[src/rtl/rdo_pkg.sv]
package rdo_pkg;

    localparam int CH_W   = 3;
    localparam int SAMP_W = 10;
    localparam int DATA_W = 10;
    localparam int ADDR_W = CH_W + SAMP_W;
    localparam int WORD_W = 1 + CH_W + SAMP_W + DATA_W + 1;

    typedef struct packed {
        logic              err;
        logic [CH_W-1:0]   ch;
        logic [SAMP_W-1:0] samp;
        logic [DATA_W-1:0] data;
        logic              par;
    } host_word_t;

    typedef struct packed {
        logic              vld;
        logic              last;
        logic [CH_W-1:0]   ch;
        logic [SAMP_W-1:0] samp;
    } rd_tag_t;

    typedef enum logic [2:0] {
        ST_IDLE  = 3'd0,
        ST_REQ   = 3'd1,
        ST_XFER  = 3'd2,
        ST_FLUSH = 3'd3,
        ST_DONE  = 3'd4
    } rdo_state_t;

    function automatic host_word_t make_word(
        input logic              err,
        input logic [CH_W-1:0]   ch,
        input logic [SAMP_W-1:0] samp,
        input logic [DATA_W-1:0] data
    );
        host_word_t w;
        w.err  = err;
        w.ch   = ch;
        w.samp = samp;
        w.data = data;
        w.par  = ^{err, ch, samp, data};
        return w;
    endfunction

endpackage

[src/rtl/rdo_ctrl.sv]
module rdo_ctrl
    import rdo_pkg::*;
(
    input  logic clk,
    input  logic rst,
    input  logic capture_done_i,
    input  logic host_accept_i,
    input  logic issue_last_i,
    input  logic out_last_i,
    output logic issue_o,
    output logic req_o,
    output logic oe_o,
    output logic done_o
);

    rdo_state_t state_q, state_d;

    always_comb begin
        state_d = state_q;
        unique case (state_q)
            ST_IDLE:  if (capture_done_i) state_d = ST_REQ;
            ST_REQ:   if (host_accept_i)  state_d = ST_XFER;
            ST_XFER:  if (issue_last_i)   state_d = ST_FLUSH;
            ST_FLUSH: if (out_last_i)     state_d = ST_DONE;
            ST_DONE:                      state_d = ST_IDLE;
            default:                      state_d = ST_IDLE;
        endcase
    end

    always_ff @(posedge clk) begin
        if (rst) state_q <= ST_IDLE;
        else     state_q <= state_d;
    end

    assign issue_o = (state_q == ST_XFER);
    assign oe_o    = (state_q == ST_XFER) || (state_q == ST_FLUSH);
    assign req_o   = (state_q == ST_REQ) || oe_o;
    assign done_o  = (state_q == ST_DONE);

    // a waiting request never jumps to the bus without an accept
    assert_wait_for_accept_R3: assert property (@(posedge clk) disable iff (rst)
        (state_q == ST_REQ && !host_accept_i) |=> !oe_o);

    // the completion state always returns to idle
    assert_done_to_idle_R11: assert property (@(posedge clk) disable iff (rst)
        (state_q == ST_DONE) |=> (state_q == ST_IDLE));

endmodule

[src/rtl/rdo_addr.sv]
module rdo_addr
    import rdo_pkg::*;
#(
    parameter int NUM_CH   = 8,
    parameter int NUM_SAMP = 1024
) (
    input  logic              clk,
    input  logic              rst,
    input  logic              issue_i,
    output logic [ADDR_W-1:0] rd_addr_o,
    output logic              issue_last_o,
    output rd_tag_t           tag_o
);

    localparam logic [CH_W-1:0]   CH_LAST   = CH_W'(NUM_CH - 1);
    localparam logic [SAMP_W-1:0] SAMP_LAST = SAMP_W'(NUM_SAMP - 1);

    logic [CH_W-1:0]   ch_q;
    logic [SAMP_W-1:0] samp_q;
    logic              samp_wrap;
    logic              at_end;

    assign samp_wrap    = (samp_q == SAMP_LAST);
    assign at_end       = samp_wrap && (ch_q == CH_LAST);
    assign issue_last_o = issue_i && at_end;
    assign rd_addr_o    = {ch_q, samp_q};

    always_ff @(posedge clk) begin
        if (rst) begin
            ch_q   <= '0;
            samp_q <= '0;
        end else if (issue_i) begin
            if (samp_wrap) begin
                samp_q <= '0;
                ch_q   <= at_end ? '0 : ch_q + 1'b1;
            end else begin
                samp_q <= samp_q + 1'b1;
            end
        end
    end

    always_ff @(posedge clk) begin
        if (rst) begin
            tag_o <= '0;
        end else begin
            tag_o.vld  <= issue_i;
            tag_o.last <= issue_last_o;
            tag_o.ch   <= ch_q;
            tag_o.samp <= samp_q;
        end
    end

    // inside a channel, consecutive tags step the sample index by one
    assert_sample_step_R5: assert property (@(posedge clk) disable iff (rst)
        (tag_o.vld && $past(tag_o.vld) && ($past(tag_o.samp) != SAMP_LAST))
        |-> (tag_o.samp == $past(tag_o.samp) + 1'b1) && (tag_o.ch == $past(tag_o.ch)));

    // a channel change starts again at sample zero
    assert_channel_wrap_R5: assert property (@(posedge clk) disable iff (rst)
        (tag_o.vld && $past(tag_o.vld) && (tag_o.ch != $past(tag_o.ch)))
        |-> (tag_o.samp == '0));

endmodule

[src/rtl/rdo_pack.sv]
module rdo_pack
    import rdo_pkg::*;
(
    input  logic              clk,
    input  logic              rst,
    input  rd_tag_t           tag_i,
    input  logic [DATA_W-1:0] rd_data_i,
    input  logic              rd_err_i,
    output host_word_t        word_o,
    output logic              valid_o,
    output logic              last_o
);

    always_ff @(posedge clk) begin
        if (rst) begin
            word_o  <= '0;
            valid_o <= 1'b0;
            last_o  <= 1'b0;
        end else begin
            valid_o <= tag_i.vld;
            last_o  <= tag_i.vld && tag_i.last;
            word_o  <= tag_i.vld ? make_word(rd_err_i, tag_i.ch, tag_i.samp, rd_data_i)
                                 : '0;
        end
    end

    // a word's tags come from the read that preceded it
    assert_tag_follows_R6: assert property (@(posedge clk) disable iff (rst)
        $past(tag_i.vld) |-> (word_o.ch == $past(tag_i.ch)) && (word_o.samp == $past(tag_i.samp)));

endmodule

[src/rtl/rdo_engine.sv]
module rdo_engine
    import rdo_pkg::*;
#(
    parameter int NUM_CH   = 8,
    parameter int NUM_SAMP = 1024
) (
    input  logic                     clk,
    input  logic                     rst,
    input  logic                     capture_done_i,
    input  logic                     host_accept_i,
    output logic                     mem_rd_en_o,
    output logic [rdo_pkg::ADDR_W-1:0] mem_rd_addr_o,
    input  logic [rdo_pkg::DATA_W-1:0] mem_rd_data_i,
    input  logic                     mem_rd_err_i,
    output logic                     host_req_o,
    output logic                     word_valid_o,
    output logic [rdo_pkg::WORD_W-1:0] host_word_o,
    output logic                     bus_oe_o,
    output logic                     readout_done_o
);

    logic       issue;
    logic       issue_last;
    logic       out_last;
    rd_tag_t    tag;
    host_word_t word;

    rdo_ctrl u_ctrl (
        .clk            (clk),
        .rst            (rst),
        .capture_done_i (capture_done_i),
        .host_accept_i  (host_accept_i),
        .issue_last_i   (issue_last),
        .out_last_i     (out_last),
        .issue_o        (issue),
        .req_o          (host_req_o),
        .oe_o           (bus_oe_o),
        .done_o         (readout_done_o)
    );

    rdo_addr #(
        .NUM_CH   (NUM_CH),
        .NUM_SAMP (NUM_SAMP)
    ) u_addr (
        .clk          (clk),
        .rst          (rst),
        .issue_i      (issue),
        .rd_addr_o    (mem_rd_addr_o),
        .issue_last_o (issue_last),
        .tag_o        (tag)
    );

    rdo_pack u_pack (
        .clk       (clk),
        .rst       (rst),
        .tag_i     (tag),
        .rd_data_i (mem_rd_data_i),
        .rd_err_i  (mem_rd_err_i),
        .word_o    (word),
        .valid_o   (word_valid_o),
        .last_o    (out_last)
    );

    assign mem_rd_en_o = issue;
    assign host_word_o = word;

    // a valid word only appears while this module owns the bus
    assert_valid_owns_bus_R10: assert property (@(posedge clk) disable iff (rst)
        word_valid_o |-> (bus_oe_o && host_req_o));

    // idle word lines are quiet
    assert_quiet_lines_R10: assert property (@(posedge clk) disable iff (rst)
        !word_valid_o |-> (host_word_o == '0));

    // every valid word has even parity
    assert_even_parity_R7: assert property (@(posedge clk) disable iff (rst)
        word_valid_o |-> (^host_word_o == 1'b0));

    // completion is a single-cycle pulse
    assert_done_single_R11: assert property (@(posedge clk) disable iff (rst)
        readout_done_o |=> !readout_done_o);

    // the request only falls together with the completion pulse
    assert_req_falls_at_done_R2: assert property (@(posedge clk) disable iff (rst)
        $fell(host_req_o) |-> readout_done_o);

    // without a request the bus stays released in the next cycle
    assert_no_req_no_bus_R3: assert property (@(posedge clk) disable iff (rst)
        !host_req_o |=> !bus_oe_o);

endmodule

[config.mk]
export PLATFORM = sky130hd
export DESIGN_NAME = rdo_engine
export DESIGN_NICKNAME = d
export VERILOG_FILES = /design/src/rtl/rdo_pkg.sv /design/src/rtl/rdo_ctrl.sv /design/src/rtl/rdo_addr.sv /design/src/rtl/rdo_pack.sv /design/src/rtl/rdo_engine.sv
export SDC_FILE = /design/constraint.sdc
export NUM_CORES = 1
export LEC_CHECK = 0
export ABC_AREA = 1
export BUFFER_PORTS_ARGS = -buffer_cell sky130_fd_sc_hd__buf_4
export CORE_UTILIZATION = 53
export DETAILED_ROUTE_END_ITERATION = 6
export PLACE_DENSITY = 0.82
export SLEW_MARGIN = 20
export SYNTH_ARGS = -nofsm -noshare
export SYNTH_HDL_FRONTEND = slang
export SYNTH_HIERARCHICAL = 1
export SYNTH_SLANG_ARGS = --single-unit
[constraint.sdc]
create_clock -name clk -period 1.9 [get_ports clk]
set_input_delay 0.285 -clock clk [delete_from_list [all_inputs] [get_ports clk]]
set_output_delay 0.285 -clock clk [all_outputs]
set_load 0.005 [all_outputs]
### Word-level counts from Yosys, hierarchy flattened

Cells that the tools add are included.

| storage, ports and cells | value |
|---|---|
| bits in registers | 58 |
| input port bits | 15 |

| cells by class | value |
|---|---|
| multiplexer cells | 7 |
| bitwise operators | 1 |
| add/sub/neg operators | 2 |
| reductions and logical operators | 10 |
| equal/unequal tests | 10 |

Operators by type and width:

| operator | count |
|---|---|
| XOR reduction 24 bit | 1 |
| two-way mux 3 bit | 5 |
| case mux 3 bit (4 select lines) | 1 |
| adder 10 x 1 -> 10 bit, second input constant | 1 |
| equality test 10 bit, second input constant | 1 |
| two-way mux 10 bit | 1 |
| equality test 3 x 2 -> 1 bit, second input constant | 2 |
| equality test 3 bit, second input constant | 2 |
| != test 2 bit, second input constant | 3 |
| AND reduction 4 bit | 1 |
| adder 3 x 1 -> 3 bit, second input constant | 1 |
| equality test 3 x 1 -> 1 bit, second input constant | 1 |
| logical AND 1 bit | 3 |
| logical NOT 3 bit | 1 |
| logical OR 1 bit | 2 |
| != test 2 x 1 -> 1 bit, second input constant | 1 |
| AND reduction 2 bit | 1 |
| OR reduction 2 bit | 1 |
| inverter 1 bit | 1 |

### Depth between registers and ports, before layout

Gate-level depths: netlist of the first run.

| logic depth | value |
|---|---|
| depth after elaboration | 5 |
| depth in mapped cells | 14 |

### Cells and area by module

Netlist of the first run, hierarchy kept.

Modules (own cells, without submodules):

| module | area each (um^2) | seq. area each (um^2) | cells an instance | times used |
|---|---|---|---|---|
| rdo_pack | 1233.7 | 540.5 | 198 | 1 |
| rdo_addr | 1086.0 | 560.5 | 135 | 1 |
| rdo_ctrl | 224.0 | 60.1 | 36 | 1 |

### Worst setup path before layout of the first run

OpenSTA, ideal clock, no wires.

| timing path | value |
|---|---|
| path kind | flip-flop to flip-flop |
| start point | register u_addr.samp_q[0] |
| end point | register u_ctrl.state_q[0] |
| clock period less this slack | 1558 ps |
| data required time | 1787 ps |
| slack | 342 ps |
| arrival time | 1445 ps |
| cell stages (with the launch flop) | 13 |
| cell sequence | dfxtp_1 ha_1 nand2_1 nor2_8 nand3_4 nor2_1 inv_1 nand3_1 nand2_2 inv_2 nand2_4 nor2_1 nor2_1 |

| on the way | value |
|---|---|
| word-level cells in the longest chain between the ends | 5 |

RTL lines:

| item | line | text |
|---|---|---|
| start: declaration | rdo_addr.sv:19 | `logic [SAMP_W-1:0] samp_q;` |
| start signal: assignment | rdo_addr.sv:37 | `samp_q <= samp_q + 1'b1;` |
| equality test 10 bit | rdo_addr.sv:23 | `assign samp_wrap = (samp_q == SAMP_LAST);` |
| logical AND 1 bit | rdo_addr.sv:24 | `assign at_end = samp_wrap && (ch_q == CH_LAST);` |
| logical AND 1 bit | rdo_addr.sv:25 | `assign issue_last_o = issue_i && at_end;` |
| named net issue_last | rdo_engine.sv:23 | `logic issue_last;` |
| != test 2 bit (no line) | -- |  |
| AND reduction 4 bit (no line) | -- |  |
| end signal: assignment | rdo_ctrl.sv:32 | `else state_q <= state_d;` |
| end: declaration | rdo_ctrl.sv:16 | `rdo_state_t state_q, state_d;` |

The timed path passes the listed nets, and every way through them passes these cells.
A chain may end at the register's enable or synchronous reset.

### Worst setup path in the final report of the first run

Ends and elaborated chain as after synthesis.

==> results.cfg, run 1 <==
[run_status]
failed_checks = design-rule violations
outcome = finished, violations left

[floorplan]
die_ar_um2 = 5080
rows = 24
chipHeight_um = 71.28
start_util_pct = 56.85
dieWidth_um = 71.28
fp.coreArea_um2 = 4474
num_io_pins = 58

[grt]
use_met2_pct = 35.87
top_usage_layer = met2
grt_use_met1_pct = 22.42
grt_antenna_before_repair = 0
track_usage_pct = 20.90
number_of_global_route_vias_before_repair = 2082
globalRouteOverflowTotal = 0
use_met3_pct = 5.204
grt_pass1_wl_um = 8217
largest_net_degree_at_the_start_of_global_routing = 26

[cells_and_area]
finalInstanceArea_um2 = 3213
flow.area_growth_from_synthesis_pct = 26.32
fraction_of_final_layout_cells_with_drive_strength_greater_than_1_pct = 22.55
num-nets-final = 452
nFillCells = 357
post-route-util_pct = 71.81
n_antenna_cell = 0
layout.cells.most_common_list = nand2_1, nor2_1, buf_4, dfxtp_1, inv_1
number_of_non_filler_instances_in_the_completed_layout = 491
layout_commonest_cell = nand2_1

[placement]
dp_slack_ns = 0.2268
finalWeightedCongestion = 0.9288
dpl.cell_count = 475
dp_hpwl_um = 3755
place.port_buffers = 57
place_area_um2 = 3043

[detailed_routing]
drc = 7
detail_route.wl_per_cell_um = 10.19
detail_route.first_pass.iterations = 7
drt-vias-per-instance = 4.733
num_vias = 2324
initialDrtViolationCount = 91
number_of_routed_nets_with_antenna_violations = 0
routed_wirelength_um = 5003

[timing]
fin_skew_ns = 0.005976
setup_slack_ns = 0.2221
timing.final.crit_period_ns = 1.678
worst_slew_margin_rel_pct = 81.04
final_max_slew_viol_count = 0
finalHoldWorstSlack_ns = 0.2071
unrepaired_setup_endpoints_after_global_routing = false
fmax_mhz = 596.0
tightest_slew_ns = 0.2840
setup_total_negative_slack_ns = 0
final.period_utilization_pct = 88.31
setup_viol = 0
timing_hold_violations_final = 0

[hold_path]
timing.hold.worst.class = primary input to flop

[yosys]
seq_area_frac_synth_pct = 45.65
ys_warnings = 6
synth-compound-area-share_pct = 1.623
synthSimpleGateAreaFrac_pct = 38.32
area_fraction_of_the_dominant_cell_type_after_synthesis_pct = 45.65
synth_fp_nets = 387
synth_seq_cells = 58
synthCells = 369
synth_top_family_by_area = simple AND/OR/NAND/NOR gates
synth_area_leader_cell = dfxtp_1
synth-adder-area-share_pct = 1.476
synth.area.top_cells = dfxtp_1, nand2_1, nor2_1
share_of_the_synthesized_netlist_area_taken_by_xor_and_xnor_gates_pct = 3.099
synth.lib_cells_used.distinct = 25
netlist_area_um2 = 2544
synth.mux.area_fraction_pct = 0
avgSynthCellArea_um2 = 6.893

[clocking]
cts_tree = done
clkSinkCount = 58
cts_max_level = 3
cts_root_buffer = clkbuf_8
clkSlewWorstSetupHoldPaths_ns = 0.07
clock_insertion_delay_worst_skew_ns = 0.33
ctsHoldBuffers = 0
cts_made_buffers = 9
postCtsResizedCells = 0
cts.repair_timing.setup_buffer_count = 0
clockBufferDepth = 2

[critical_path]
cp_data_arrival_time_ns = 1.90
critical_path_peak_fanout = 8
crit_path_end_kind = flop
critPathLaunchType = flop
critical_path_required_ns = 2.12
worst-setup-path-type = flop to flop

[run]
cap_violations = 0

[pwr]
pwr_density_cell_nw_per_um2 = 875.8
overall_power_after_layout_mw = 2.814
max-vdd-ir-drop_mv = 0.7411
leakage_nw = 1.640
## state kept, by name (all words and copies together) (netlist names)
register	count
u_pack/word_o	25
u_addr/samp_q	10
u_ctrl/state_q	3
u_addr/ch_q	3
u_pack/valid_o	1
u_pack/last_o	1
u_addr/tag_o	15
## critical path, stage by stage, from the launching register on
cell and delay (ns):
dfxtp_1 0.38, ha_1 0.19, nand2_1 0.16, nor2_8 0.18, nand3_4 0.12, nor2_1 0.11, inv_1 0.04, nand3_1 0.09
nand2_2 0.07, inv_2 0.06, nand2_4 0.05, nor2_1 0.08, nor2_1 0.05
## per-layer routing
layer | wire length (um) | part of all wire [%] | vias to the layer above
li1 | - | - | 1227
met1 | 2174 | 43 | 1018
met2 | 2417 | 48 | 69
met3 | 311 | 6.2 | 10
met4 | 99 | 2.0 | 0
met5 | 0 | 0 | -
## synthesized netlist by cell type
cell type / count
nor3_1: 6
nand2_2: 7
nor2_1: 60
nor2_2: 7
clkbuf_1: 2
o21ai_0: 1
dfxtp_1: 58
xor2_1: 6
inv_1: 56
nand3b_1: 1
nor3b_2: 1
a31oi_1: 1
inv_2: 5
nand3_4: 2
ha_1: 3
buf_1: 1
nand2_4: 1
xnor2_1: 3
a21oi_1: 6
nand3_1: 12
nand4_1: 2
nor2_8: 1
buf_2: 2
nand2_1: 124
nor3b_1: 1
## final timing paths
| check | start | end | depth (start not counted) | slack (ns) |
|---|---|---|---|---|
| hold / removal | mem_rd_data_i[0] | u_pack/word_o[1] | 3 | 0.21 |
| setup / recovery | u_addr/samp_q[0] | u_ctrl/state_q[0] | 12 | 0.22 |
| hold reg to reg | u_addr/tag_o[13] | u_pack/last_o | 2 | 0.42 |
| setup reg to reg | u_addr/samp_q[0] | u_ctrl/state_q[0] | 12 | 0.22 |
## power breakdown
part / switching, mW / total [mW] / internal [mW]
clock: 0.473 / 0.969 / 0.496
combinational: 0.295 / 0.520 / 0.225
sequential: 0.0523 / 1.33 / 1.27
total: 0.821 / 2.81 / 1.99
## logic make-up after synthesis
family,Yosys count
AOI/OAI and AO/OA,8
xor gates and xnor gates,9
adders and majority gates,3
buffers and inverters,66
DFF,58
and+or+nand+nor,225
## area by class of cell
type,instances,area (um^2),share of cell area [%]
clock buffers,10,137.6,4.283
clock inverters,6,32.53,1.012
inverters,61,229.0,7.126
multi-input cells,245,1132,35.24
flip-flops and latches,58,1161,36.14
well taps,52,65.06,2.025
repair buffers,59,455.4,14.17
(Power assumes the default switching activity.)
==> run 2, diff against run 1 <==
CORE_UTILIZATION = 40   (was 53)
PLACE_DENSITY = 0.65   (was 0.82)
==> results.cfg, run 2 (synthesis gave the netlist of run 1 again) <==
[critical_path]
crit_path_end_kind = flop
worstSetupPathDepth = 13
cp_data_arrival_time_ns = 1.94
cpMostUsedCell = nand2_1
critical_path_peak_fanout = 8
crit_buf_inv = 2
worst-r2r-setup-slack_ns = 0.23
worst-r2r-cell-count = 13
crit_family = simple AND/OR/NAND/NOR gates
critical_path_required_ns = 2.17
slowest_stage = dfxtp_1
worst_path_largest_cell_delay_ns = 0.38
critPathLaunchType = flop
crit_path_cell_trace = ha_1, nand2_1, nor2_8, nand3_4, nor2_1, inv_1, nand3_1, nand2_2, inv_2, nand2_4, nand2_1, nand2_1, nor2_1
worst-setup-path-type = flop to flop
worstReg2RegEnd = u_ctrl/state_q[0]
r2r_start = u_addr/samp_q[0]

[cells_and_area]
n_antenna_cell = 0
largest_register_ff_count = 25
layout_commonest_cell = nand2_1
flow.area_growth_from_synthesis_pct = 28.28
layout.cells.most_common_list = nand2_1, nor2_1, buf_4
max_flop_register = u_pack/word_o
num-nets-final = 452
fraction_of_final_layout_cells_with_drive_strength_greater_than_1_pct = 22.15
nFillCells = 610
reg_top3 = u_pack/word_o: 25 flops, u_addr/tag_o: 15 flops, u_addr/samp_q: 10 flops

[grt]
track_usage_pct = 15.77
use_met2_pct = 25.79
use_met3_pct = 5.889
number_of_global_route_vias_before_repair = 1834
grt_pass1_wl_um = 7872
largest_net_degree_at_the_start_of_global_routing = 26
grt_antenna_before_repair = 0
globalRouteOverflowTotal = 0
top_usage_layer = met2
grt_use_met1_pct = 18.47

[hold_path]
timing.hold.worst.class = primary input to flop
min_from = mem_rd_data_i[1]
hold_end = u_pack/word_o[2]
min_path_cells = 3

[detailed_routing]
num_vias = 2234
drt-vias-per-instance = 4.355
detail_route.first_pass.iterations = 4
drc = 0
number_of_routed_nets_with_antenna_violations = 0
initialDrtViolationCount = 122
detail_route.wl_per_cell_um = 9.505
routed_wirelength_um = 4876

[clocking]
cts_made_buffers = 9
cts.repair_timing.setup_buffer_count = 0
postCtsResizedCells = 0
ctsHoldBuffers = 0
clock_insertion_delay_worst_skew_ns = 0.32
cts_root_buffer = clkbuf_8
cts_tree = done
clkSlewWorstSetupHoldPaths_ns = 0.06
clkSinkCount = 58
clockBufferDepth = 2
cts_max_level = 3

[pwr]
max-vdd-ir-drop_mv = 0.5350
leakage_nw = 1.648
pwr_density_cell_nw_per_um2 = 910.7

[timing]
setup_viol = 0
fmax_mhz = 597.2
tightest_slew_ns = 0.2804
final_max_slew_viol_count = 0
setup_total_negative_slack_ns = 0
fin_skew_ns = 0.005012
finalHoldWorstSlack_ns = 0.2102
timing_hold_violations_final = 0
setup_slack_ns = 0.2254
worst_slew_margin_rel_pct = 81.28
timing.final.crit_period_ns = 1.675
unrepaired_setup_endpoints_after_global_routing = false
final.period_utilization_pct = 88.14

[placement]
dp_hpwl_um = 3643
finalWeightedCongestion = 0.8396
place.port_buffers = 57
dp_slack_ns = 0.2415

[floorplan]
num_io_pins = 58
start_util_pct = 42.21
dieWidth_um = 81.75
chipHeight_um = 81.75
die_ar_um2 = 6682
rows = 28
fp.coreArea_um2 = 6026

[run]
cap_violations = 0

[run_status]
outcome = finished, final reports clean
## run 2: changes by cell type in the layout (fill, tap and decap cells not counted), sizes merged
cell	change
clkinvlp	-1
clkinv	-4
clkbuf	+3
bufinv	+1
## run 2: worst max path at each step
| stage | from | end | slack (ns) |
|---|---|---|---|
| global route | u_addr/samp_q[0] | u_ctrl/state_q[0] | 0.05 |
| detailed placement | u_addr/samp_q[0] | u_ctrl/state_q[0] | 0.24 |
| CTS | u_addr/samp_q[0] | u_ctrl/state_q[0] | 0.21 |
| finish | u_addr/samp_q[0] | u_ctrl/state_q[0] | 0.23 |
| global placement | u_addr/samp_q[0] | u_ctrl/state_q[0] | 0.30 |
| floorplan | u_addr/samp_q[0] | u_ctrl/state_q[0] | 0.34 |
## run 2: final cells by class
class	count	area [um^2]	share of cell area (%)
inverter	61	229.0	7.017
sequential	58	1161	35.58
timing repair buffer	59	442.9	13.57
clock inverter	2	35.03	1.074
multi-input combinational	245	1132	34.70
tap	75	93.84	2.876
clock buffer	13	168.9	5.176
## run 2: power by group
part	internal (mW)	leakage [nW]	total [mW]	switching (mW)
clock network	0.704	0.106	1.14	0.435
registers	1.27	0.468	1.33	0.0542
logic	0.217	1.07	0.505	0.288
## run 2: metrics by stage
step           util (%)  power (mW)  cell area, um^2  std cells
2_1_floorplan         -       1.672             2544        369
3_3_place_gp      50.77       1.851             3059        498
3_5_place_dp      50.77       1.862             3059        498
4_1_cts           54.15       3.019             3263        513
5_1_grt           54.15       3.146             3263        513
6_report          54.15       2.972             3263        513
## run 2: routing by layer
metal,vias up,wire length [um]
li1,1223,-
met1,946,2256
met2,61,2266
met3,4,308
met4,0,44
met5,-,0
## run 2: worst reg2reg max path: cells and delay by family, from the launching register on
kind	cells	cell delay (ns)
flip-flops	1	0.38
AND/OR/NAND/NOR	10	0.95
buffers and inverters	2	0.11
adder cells (fa/ha/maj)	1	0.18
